## src/rtl/cfgx_pkg.sv

```systemverilog
package cfgx_pkg;

  localparam int DW_W = 32;

  typedef enum logic [1:0] {
    SZ_BYTE  = 2'd0,
    SZ_WORD  = 2'd1,
    SZ_DWORD = 2'd2
  } io_size_e;

  typedef enum logic [1:0] {
    CLS_SEL_WR = 2'd0,
    CLS_SEL_RD = 2'd1,
    CLS_CFG    = 2'd2,
    CLS_PASS   = 2'd3
  } acc_cls_e;

  typedef enum logic [1:0] {
    ST_IDLE = 2'd0,
    ST_CFG  = 2'd1,
    ST_PASS = 2'd2,
    ST_GAP  = 2'd3
  } seq_st_e;

  typedef struct packed {
    logic [7:0] bus;
    logic [4:0] dev;
    logic [2:0] func;
    logic [5:0] dw;
  } cfg_tgt_t;

  function automatic logic [3:0] size_mask(input logic [1:0] sz);
    case (sz)
      SZ_BYTE: size_mask = 4'b0001;
      SZ_WORD: size_mask = 4'b0011;
      default: size_mask = 4'b1111;
    endcase
  endfunction

endpackage

```

## src/rtl/cfgx_sel_reg.sv

```systemverilog
module cfgx_sel_reg
  import cfgx_pkg::*;
#(
  parameter int EN_BIT   = 31,
  parameter int BUS_LSB  = 16,
  parameter int DEV_LSB  = 11,
  parameter int FUNC_LSB = 8,
  parameter int DW_LSB   = 2
) (
  input  logic            clk,
  input  logic            rst,
  input  logic            wr_en,
  input  logic [DW_W-1:0] wr_data,
  output logic [DW_W-1:0] sel_q,
  output logic            sel_en,
  output cfg_tgt_t        sel_tgt
);

  localparam int BUS_W  = $bits(sel_tgt.bus);
  localparam int DEV_W  = $bits(sel_tgt.dev);
  localparam int FUNC_W = $bits(sel_tgt.func);
  localparam int IDX_W  = $bits(sel_tgt.dw);

  always_ff @(posedge clk) begin
    if (rst) begin
      sel_q <= '0;
    end else if (wr_en) begin
      sel_q <= {wr_data[DW_W-1:DW_LSB], {DW_LSB{1'b0}}};
    end
  end

  always_comb begin
    sel_en       = sel_q[EN_BIT];
    sel_tgt.bus  = sel_q[BUS_LSB  +: BUS_W];
    sel_tgt.dev  = sel_q[DEV_LSB  +: DEV_W];
    sel_tgt.func = sel_q[FUNC_LSB +: FUNC_W];
    sel_tgt.dw   = sel_q[DW_LSB   +: IDX_W];
  end

endmodule

```

## src/rtl/cfgx_decode.sv

```systemverilog
module cfgx_decode
  import cfgx_pkg::*;
#(
  parameter int              ADDR_W    = 16,
  parameter logic [ADDR_W-1:0] SEL_PORT  = 16'h0CF8,
  parameter logic [ADDR_W-1:0] DATA_PORT = 16'h0CFC
) (
  input  logic [ADDR_W-1:0] addr,
  input  logic              we,
  input  logic [1:0]        size,
  input  logic              en,
  output acc_cls_e          cls,
  output logic [3:0]        be
);

  localparam int DWA_W = ADDR_W - 2;

  logic       hit_sel;
  logic       hit_data;
  logic       full_dw;
  logic [7:0] be_wide;

  always_comb begin
    hit_sel  = (addr[ADDR_W-1:2] == SEL_PORT[ADDR_W-1:2]);
    hit_data = (addr[ADDR_W-1:2] == DATA_PORT[ADDR_W-1:2]);
    full_dw  = (size == SZ_DWORD) && (addr[1:0] == 2'b00);
    be_wide  = {4'b0000, size_mask(size)} << addr[1:0];
    be       = be_wide[3:0];

    if (hit_sel && full_dw) begin
      cls = we ? CLS_SEL_WR : CLS_SEL_RD;
    end else if (hit_data && en) begin
      cls = CLS_CFG;
    end else begin
      cls = CLS_PASS;
    end
  end

  logic [DWA_W-1:0] unused_dwa;
  assign unused_dwa = '0;

endmodule

```

## src/rtl/cfgx_seq.sv

```systemverilog
module cfgx_seq
  import cfgx_pkg::*;
#(
  parameter int ADDR_W = 16
) (
  input  logic              clk,
  input  logic              rst,
  input  logic              io_req,
  input  logic              io_we,
  input  logic [ADDR_W-1:0] io_addr,
  input  logic [1:0]        io_size,
  input  logic [DW_W-1:0]   io_wdata,
  output logic              io_ack,
  output logic [DW_W-1:0]   io_rdata,
  input  acc_cls_e          cls,
  input  logic [3:0]        be,
  input  logic [DW_W-1:0]   sel_q,
  input  cfg_tgt_t          sel_tgt,
  output logic              sel_wr,
  output logic              cfg_req,
  output logic              cfg_we,
  output cfg_tgt_t          cfg_tgt,
  output logic [3:0]        cfg_be,
  output logic [DW_W-1:0]   cfg_wdata,
  input  logic              cfg_done,
  input  logic              cfg_found,
  input  logic [DW_W-1:0]   cfg_rdata,
  output logic              pt_req,
  output logic              pt_we,
  output logic [ADDR_W-1:0] pt_addr,
  output logic [1:0]        pt_size,
  output logic [DW_W-1:0]   pt_wdata,
  input  logic              pt_done,
  input  logic [DW_W-1:0]   pt_rdata
);

  seq_st_e st;
  logic    take;

  assign take   = (st == ST_IDLE) && io_req;
  assign sel_wr = take && (cls == CLS_SEL_WR);

  always_ff @(posedge clk) begin
    if (rst) begin
      st        <= ST_IDLE;
      io_ack    <= 1'b0;
      io_rdata  <= '0;
      cfg_req   <= 1'b0;
      cfg_we    <= 1'b0;
      cfg_tgt   <= '0;
      cfg_be    <= '0;
      cfg_wdata <= '0;
      pt_req    <= 1'b0;
      pt_we     <= 1'b0;
      pt_addr   <= '0;
      pt_size   <= '0;
      pt_wdata  <= '0;
    end else begin
      io_ack <= 1'b0;
      case (st)
        ST_IDLE: begin
          if (take) begin
            case (cls)
              CLS_SEL_WR: begin
                io_ack   <= 1'b1;
                io_rdata <= '0;
                st       <= ST_GAP;
              end
              CLS_SEL_RD: begin
                io_ack   <= 1'b1;
                io_rdata <= sel_q;
                st       <= ST_GAP;
              end
              CLS_CFG: begin
                cfg_req   <= 1'b1;
                cfg_we    <= io_we;
                cfg_tgt   <= sel_tgt;
                cfg_be    <= be;
                cfg_wdata <= io_wdata;
                st        <= ST_CFG;
              end
              default: begin
                pt_req   <= 1'b1;
                pt_we    <= io_we;
                pt_addr  <= io_addr;
                pt_size  <= io_size;
                pt_wdata <= io_wdata;
                st       <= ST_PASS;
              end
            endcase
          end
        end
        ST_CFG: begin
          if (cfg_done) begin
            cfg_req <= 1'b0;
            io_ack  <= 1'b1;
            if (cfg_we)         io_rdata <= '0;
            else if (cfg_found) io_rdata <= cfg_rdata;
            else                io_rdata <= '1;
            st <= ST_GAP;
          end
        end
        ST_PASS: begin
          if (pt_done) begin
            pt_req   <= 1'b0;
            io_ack   <= 1'b1;
            io_rdata <= pt_we ? '0 : pt_rdata;
            st       <= ST_GAP;
          end
        end
        default: st <= ST_IDLE;
      endcase
    end
  end

endmodule

```

## src/rtl/cfg_io_xlate.sv

```systemverilog
module cfg_io_xlate
  import cfgx_pkg::*;
#(
  parameter int                ADDR_W    = 16,
  parameter logic [ADDR_W-1:0] SEL_PORT  = 16'h0CF8,
  parameter logic [ADDR_W-1:0] DATA_PORT = 16'h0CFC
) (
  input  logic              clk,
  input  logic              rst,
  input  logic              io_req,
  input  logic              io_we,
  input  logic [ADDR_W-1:0] io_addr,
  input  logic [1:0]        io_size,
  input  logic [31:0]       io_wdata,
  output logic              io_ack,
  output logic [31:0]       io_rdata,
  output logic              cfg_req,
  output logic              cfg_we,
  output logic [7:0]        cfg_bus,
  output logic [4:0]        cfg_dev,
  output logic [2:0]        cfg_func,
  output logic [5:0]        cfg_dw,
  output logic [3:0]        cfg_be,
  output logic [31:0]       cfg_wdata,
  input  logic              cfg_done,
  input  logic              cfg_found,
  input  logic [31:0]       cfg_rdata,
  output logic              pt_req,
  output logic              pt_we,
  output logic [ADDR_W-1:0] pt_addr,
  output logic [1:0]        pt_size,
  output logic [31:0]       pt_wdata,
  input  logic              pt_done,
  input  logic [31:0]       pt_rdata
);

  logic [DW_W-1:0] sel_q;
  logic            sel_en;
  logic            sel_wr;
  cfg_tgt_t        sel_tgt;
  cfg_tgt_t        cfg_tgt;
  acc_cls_e        cls;
  logic [3:0]      be;

  cfgx_sel_reg i_sel (
    .clk     (clk),
    .rst     (rst),
    .wr_en   (sel_wr),
    .wr_data (io_wdata),
    .sel_q   (sel_q),
    .sel_en  (sel_en),
    .sel_tgt (sel_tgt)
  );

  cfgx_decode #(
    .ADDR_W    (ADDR_W),
    .SEL_PORT  (SEL_PORT),
    .DATA_PORT (DATA_PORT)
  ) i_dec (
    .addr (io_addr),
    .we   (io_we),
    .size (io_size),
    .en   (sel_en),
    .cls  (cls),
    .be   (be)
  );

  cfgx_seq #(.ADDR_W(ADDR_W)) i_seq (
    .clk       (clk),
    .rst       (rst),
    .io_req    (io_req),
    .io_we     (io_we),
    .io_addr   (io_addr),
    .io_size   (io_size),
    .io_wdata  (io_wdata),
    .io_ack    (io_ack),
    .io_rdata  (io_rdata),
    .cls       (cls),
    .be        (be),
    .sel_q     (sel_q),
    .sel_tgt   (sel_tgt),
    .sel_wr    (sel_wr),
    .cfg_req   (cfg_req),
    .cfg_we    (cfg_we),
    .cfg_tgt   (cfg_tgt),
    .cfg_be    (cfg_be),
    .cfg_wdata (cfg_wdata),
    .cfg_done  (cfg_done),
    .cfg_found (cfg_found),
    .cfg_rdata (cfg_rdata),
    .pt_req    (pt_req),
    .pt_we     (pt_we),
    .pt_addr   (pt_addr),
    .pt_size   (pt_size),
    .pt_wdata  (pt_wdata),
    .pt_done   (pt_done),
    .pt_rdata  (pt_rdata)
  );

  assign cfg_bus  = cfg_tgt.bus;
  assign cfg_dev  = cfg_tgt.dev;
  assign cfg_func = cfg_tgt.func;
  assign cfg_dw   = cfg_tgt.dw;

endmodule

```

## config.mk

```make
export PLATFORM = sky130hd
export DESIGN_NAME = cfg_io_xlate
export DESIGN_NICKNAME = d
export VERILOG_FILES = /design/src/rtl/cfgx_pkg.sv /design/src/rtl/cfgx_sel_reg.sv /design/src/rtl/cfgx_decode.sv /design/src/rtl/cfgx_seq.sv /design/src/rtl/cfg_io_xlate.sv
export SDC_FILE = /design/constraint.sdc
export NUM_CORES = 1
export LEC_CHECK = 0
export BUFFER_PORTS_ARGS = -buffer_cell sky130_fd_sc_hd__buf_2
export CAP_MARGIN = 20
export CORE_UTILIZATION = 55
export CTS_BUF_LIST = sky130_fd_sc_hd__clkbuf_2
export DETAILED_ROUTE_END_ITERATION = 7
export PLACE_DENSITY_LB_ADDON = 0.12
export SLEW_MARGIN = 20
export SYNTH_ARGS = -nofsm -noshare
export SYNTH_HDL_FRONTEND = slang
export SYNTH_SLANG_ARGS = --single-unit
```

## constraint.sdc

```tcl
create_clock -name clk -period 5.22 [get_ports clk]
set_input_delay 0.261 -clock clk [delete_from_list [all_inputs] [get_ports clk]]
set_output_delay 0.261 -clock clk [all_outputs]
set_load 0.1 [all_outputs]
```

==> results of run 1 <==
-- cell usage after synthesis (2+ instances only) --
cell	instances	area, um2
nand2_1	312	1170
dfxtp_1	177	3540
a21oi_1	176	881
clkbuf_1	56	210
inv_1	34	128
nand2b_1	32	200
a221oi_1	31	272
a22o_1	30	263
buf_2	19	95.1
o21ai_0	7	35.0
nor3_1	6	30.0
nor2_1	5	18.8
nor2b_1	5	31.3
or3_1	5	31.3
ha_1	4	50.1
a211oi_1	2	15.0
a21o_1	2	15.0
a22oi_1	2	15.0
a31oi_1	2	12.5
nand3b_1	2	15.0
-- repair_timing --
item / CTS / global route
setup buffers: 0 / 0
hold buffers: 75 / 1
endpoints found under the hold margin: 145 / 1
-- final cells by class --
cell class / instances / area, um2
flip-flops and latches: 177 / 3540
multi-input cells: 638 / 3250
fillers: 985 / 3060
repair buffers: 349 / 2150
clock inverters: 15 / 239
well taps: 172 / 215
inverters: 34 / 128
clock buffers: 17 / 85.1
-- final timing paths --
check	startpoint	end	slack (ns)	depth (start not counted)
setup / recovery	io_addr[1]	i_seq.pt_addr[5]	2.08	8
hold / removal	pt_rdata[28]	i_seq.io_rdata[28]	0.05	4
setup reg to reg	i_seq.st[0]	i_seq.pt_addr[5]	2.36	7
hold reg to reg	i_seq.cfg_tgt[18]	i_seq.cfg_tgt[18]	0.46	2
-- power by group --
group          total (mW)  internal [mW]  switching, mW
Sequential           1.63           1.53         0.0933
Clock               0.886          0.407          0.479
Combinational        2.52          0.554           1.97
Total                5.04           2.49           2.54
-- flip-flops by register name (all words and copies together) (netlist names) --
name / count
i_seq.cfg_req: 1
i_seq.pt_size: 2
i_seq.st: 2
i_seq.cfg_be: 4
i_seq.pt_we: 1
i_seq.io_ack: 1
i_seq.pt_wdata: 32
i_seq.cfg_wdata: 32
i_seq.io_rdata: 32
i_seq.cfg_tgt: 22
i_seq.pt_addr: 16
i_sel.sel_q: 30
i_seq.pt_req: 1
i_seq.cfg_we: 1
-- stage by stage --
step / setup slack (ns) / instance area, um2 / util / std cells / power (mW)
after detailed placement: 2.44 / 8530 / 0.673 / 1294 / 4.07
after global routing: 1.95 / 9610 / 0.759 / 1402 / 5.25
after global placement: 2.41 / 8520 / 0.672 / 1294 / 4.05
after CTS: 2.27 / 9600 / 0.758 / 1401 / 5.02
after floorplan: 3.25 / 7170 / - / 924 / 3.65
final: 2.08 / 9610 / 0.759 / 1402 / 5.04
-- kinds of logic (layout without fill, tap and decap cells) --
family	count (synthesis)	after routing	synth area share
adder cells (fa/ha/maj)	4	4	0.00698
buffers and inverters	109	415	0.0604
flip-flops	177	177	0.494
AO/OA/AOI/OAI	254	254	0.213
AND/OR/NAND/NOR	380	380	0.225
-- tightest hold or removal path, cell delays in order --
cell and delay, ns:
buf_2 0.10, a22o_1 0.20, a21oi_1 0.14, a221oi_1 0.08
-- layer usage --
layer,part of all wire,GRT usage
met1,0.43,0.442
met2,0.45,0.519
met3,0.081,0.0856
met4,0.036,0.168
met5,0,0
==> key figures, run 1 <==
Status
  – Outcome: finished clean

Global route
  – Initial antenna violation count: 0
  – Congestion Overflow GR: 0
  – GR Util All Layers: 0.337
  – First-pass GRT wire length: 35000 um
  – Vias in the first global route: 7004
  – Largest net degree at the start of global routing: between 90 and 100

Worst setup path
  – Crit path cell chain: dlygate4sd3_1, buf_2, or3b_1, o21ai_0, a21o_2, nand2_1, a21oi_1, dlygate4sd3_1
  – Critical path data arrival time: roughly 3.9 ns
  – CP max stage delay: 0.95 ns
  – CP required: slightly below 6 ns
  – Worst path most repeated cell: dlygate4sd3_1
  – Crit-path max FO: just over 50
  – Buf/Inv on CP: 3
  – CP startpoint kind: input port
  – Element type at the critical path end: register
  – Crit-path slowest cell: a21o_2
  – Worst Setup Path Type: input port to register
  – Crit path max-delay family: compound AO/OA/AOI/OAI gates

Synth
  – EDFF count, synth: 0
  – Share of async-settable or async-resettable flops after synthesis: 0
  – Synthesized area: between 0.007 and 0.008 mm2
  – Synth unique cells: 35
  – Synthesis-stage register bit count: around 180
  – Cells after synthesis: a little over 900
  – Mean Syn Cell Area: between 7 and 8 um2
  – Register area share after synthesis: 0.494
  – Synthesized Nets: 1049
  – Yosys synthesis warning count: 0
  – Main synth FF type: dfxtp_1

Drt
  – Vias: ~7.6k
  – Drt wl/cell: ~16 um
  – Initial DRC Count: 663
  – Vias per cell: about 5.4
  – Total Wirelength: between 20000 and 25000 um
  – Drt first pass iters: 5
  – Drc violations: 0
  – Post-route ant nets: 0

Finish
  – Share of cells above drive strength 1: 0.258
  – Most common cell after layout, fill and taps aside: nand2_1
  – Area growth from synthesis to layout: 34.1%
  – Final net count: ~1.3k
  – Ant. Diodes: 0
  – Commonest cells after routing, fill and taps aside: nand2_1 (312), buf_2 (264), dfxtp_1 (177)

Power and ir drop
  – P_leak: slightly above 4 nW
  – Peak supply drop: 255 uV
  – Power density over the cells: approximately 520 mW/mm2

Floorplan
  – Ports: ~270
  – Num rows: between 40 and 50
  – Core area: 0.0127 mm2
  – Die width: between 100 and 150 um
  – Die area: roughly 0.013 mm2
  – Starting Density: 0.566
  – Height of the die: around 120 um

STA
  – Total negative setup slack: 0 ns
  – Max-slew violations: 0
  – Hold WS: between 0.05 and 0.06 ns
  – Final hold vios: 0
  – Crit share post-route: 0.601
  – RSZ-0062 raised after global routing: no
  – Worst-margin pin slew: between 1 and 1.5 ns
  – Setup Viol. Count Final: 0
  – Slew HR: 0.288
  – Tmin final: approximately 3.1 ns
  – Fmax: approximately 320 MHz
  – Final Skew: slightly above 0.02 ns

CTS
  – Inserted Clock Buffers: 17
  – Clock sinks: about 180
  – Clock latency on the worst-skew pair: 0.75 ns
  – CTS tree: yes
  – Clock Tree Buf Depth: 2
  – Worst-path clk slew: around 0.24 ns
  – Clock Tree Root: clkbuf_2
  – Post-cts resize count: 0
  – H-tree depth: 4

Run
  – MaxCap Viol Count: 0

Placement
  – GPL Wtd Cong: 0.857
  – Port bufs: roughly 270
  – DP HPWL: ~15000 um

Worst hold path
  – Worst hold path class: input port to register
Note: power is estimated with default switching activity, not from simulation.
==> run 2: changes to the inputs <==
Settings changed: CORE_UTILIZATION 55 to 51.
Clock period 5.22 ns to 3.3 ns, I/O delays scaled along.
==> run 2 against run 1 <==
Net effect: total power up 48%; global-route usage down 2.9 points; critical path depth unchanged; combinational power up 58%; clock skew up 0.0055 ns; highest routed layer unchanged; clock-buffer cell count up 3; critical endpoint is now i_seq.pt_addr[3].
==> key figures, run 2 (synthesized netlist as in run 1, its figures left out) <==
Finish
  – Final net count: ~1.4k
  – Area growth from synthesis to layout: 35.0%
  – Top Registers: i_seq.cfg_wdata: 32 flops, i_seq.io_rdata: 32 flops, i_seq.pt_wdata: 32 flops
  – Reg area: around 0.0035 mm2
  – # fillers: about 1.1k
  – Share of cells above drive strength 1: 0.252
  – Most common cell after layout, fill and taps aside: nand2_1
  – Commonest cells after routing, fill and taps aside: nand2_1 (312), buf_2 (264), dfxtp_1 (177)
  – Area of the multi-input gates: roughly 0.0032 mm2
  – Final instance area: approximately 0.0097 mm2

Worst setup path
  – Crit path cell chain: inv_1, ha_1, nand2_1, a21oi_4, buf_4, nand2_1, a21oi_1, dlygate4sd3_1
  – Worst Setup Path Type: register to register
  – CP max stage delay: ~0.67 ns
  – Crit path max-delay family: buffers and inverters
  – Crit-path max FO: 26
  – Element type at the critical path end: register
  – Crit-path slowest cell: a21oi_4
  – Critical path data arrival time: between 3 and 4 ns
  – CP startpoint kind: register
  – Buf/Inv on CP: 3
  – Worst path most repeated cell: nand2_1
  – CP required: ~4 ns

CTS
  – H-tree depth: 4
  – Inserted Clock Buffers: 17
  – # Post-CTS Setup Buffers: 0
  – Clock sinks: around 180
  – Worst-path clk slew: between 0.2 and 0.25 ns
  – Clock Tree Buf Depth: 2
  – CTS tree: yes
  – Clock Tree Root: clkbuf_2
  – Clock latency on the worst-skew pair: ~0.7 ns

STA
  – Worst-margin pin slew: around 0.98 ns
  – Fmax: around 340 MHz
  – Max-slew violations: 0
  – Tmin final: about 2.9 ns
  – RSZ-0062 raised after global routing: no
  – Final Skew: 0.0263 ns
  – Setup Viol. Count Final: 0
  – Total negative setup slack: 0 ns
  – Crit share post-route: 0.891
  – Final hold vios: 0
  – Slew HR: 0.348

Global route
  – Initial antenna violation count: 1
  – First-pass GRT wire length: ~35000 um
  – Vias in the first global route: just under 7k
  – GR Util All Layers: 0.308
  – Congestion Overflow GR: 0
  – Largest net degree at the start of global routing: 94

Drt
  – Post-route ant nets: 0
  – Drt first pass iters: 5
  – Vias: 7490
  – Vias per cell: around 5.2
  – Drc violations: 0
  – Total Wirelength: 22400 um
  – Drt wl/cell: ~16 um
  – Initial DRC Count: 493

Status
  – Outcome: finished clean

Power and ir drop
  – Logic pwr share: 0.535
  – Peak supply drop: 445 uV
  – Switching share of power: 0.530
  – P_leak: about 4.2 nW
  – Clock Power Share: 0.121
  – Int Pwr: roughly 3.5 mW
  – Reg power frac: 0.344
  – Switching power: 3.96 mW
  – Power density over the cells: a little under 800 mW/mm2

Floorplan
  – Core area: roughly 0.013 mm2
  – Num rows: between 40 and 50
  – Die width: between 100 and 150 um
  – Ports: 266
  – Height of the die: between 100 and 150 um
  – Die area: 0.0145 mm2
  – Starting Density: 0.533

Placement
  – DP HPWL: 14700 um
  – Instance area after placement: between 0.008 and 0.009 mm2
  – GPL Wtd Cong: between 0.7 and 0.8
  – Port bufs: 265

Run
  – MaxCap Viol Count: 0

Worst hold path
  – Worst hold path class: input port to register
run 2: changes by cell type in the layout (fill, tap and decap cells not counted), sizes merged:
cell,change
buf,+4
bufinv,-6
clkbuf,+3
clkinv,+7
clkinvlp,-4
diode,+1
dlygate4sd3,+17
run 2: per-layer routing:
layer,track usage,vias to the layer above,wire [um]
met2,0.489,268,10200
met3,0.0689,34,1480
met5,0,-,0
li1,-,3719,-
met4,0.117,0,491
met1,0.410,3469,10200
run 2: cell type report:
| type | instances | share of cell area |
|---|---|---|
| clock buffer | 20 | 0.0103 |
| multi-input combinational | 638 | 0.335 |
| antenna | 1 | 0.000259 |
| tap | 176 | 0.0228 |
| sequential | 177 | 0.366 |
| timing repair buffer | 370 | 0.246 |
| clock inverter | 12 | 0.00698 |
| inverter | 34 | 0.0132 |
run 2: path summary, 6_finish.rpt:
kind                           from                  to  slack, ns  depth (start not counted)
setup / recovery        i_seq.st[0]    i_seq.pt_addr[3]       0.36                          8
hold / removal        cfg_rdata[17]  i_seq.io_rdata[17]       0.08                          5
hold reg to reg   i_seq.cfg_tgt[16]   i_seq.cfg_tgt[16]       0.46                          2
setup reg to reg        i_seq.st[0]    i_seq.pt_addr[3]       0.36                          8
run 2: timing repair:
item                       4_1_cts  5_1_grt
setup endpoints to repair        0        0
resized for setup                0        0
hold buffers                    93        0
hold endpoints to repair       166        0
run 2: worst min-delay path: stages:
cell	delay [ns]
buf_2	0.07
nand2b_1	0.09
a22o_1	0.13
a21oi_1	0.07
a221oi_1	0.24
run 2: power by group through the flow:
stage / Clock [mW] / Sequential, mW / Combinational (mW)
5_1_grt: 1.03 / 2.60 / 4.20
6_report: 0.906 / 2.57 / 3.99
3_3_place_gp: 0 / 2.60 / 3.85
2_1_floorplan: 0 / 4.54 / 1.23
3_5_place_dp: 0 / 2.61 / 3.86
4_1_cts: 0.934 / 2.57 / 3.98
run 2: per-stage QoR:
| stage | setup WS (ns) | util | std cells | power [mW] | hold slack [ns] |
|---|---|---|---|---|---|
| 2_1_floorplan | 1.33 | - | 924 | 5.77 | 0.272 |
| 3_3_place_gp | 0.790 | 0.638 | 1302 | 6.45 | 0.402 |
| 3_5_place_dp | 0.684 | 0.638 | 1302 | 6.47 | 0.408 |
| 4_1_cts | 0.425 | 0.719 | 1427 | 7.48 | 0.00165 |
| 5_1_grt | 0.197 | 0.719 | 1428 | 7.83 | 0.00677 |
| 6_report | 0.358 | 0.719 | 1428 | 7.47 | 0.0819 |
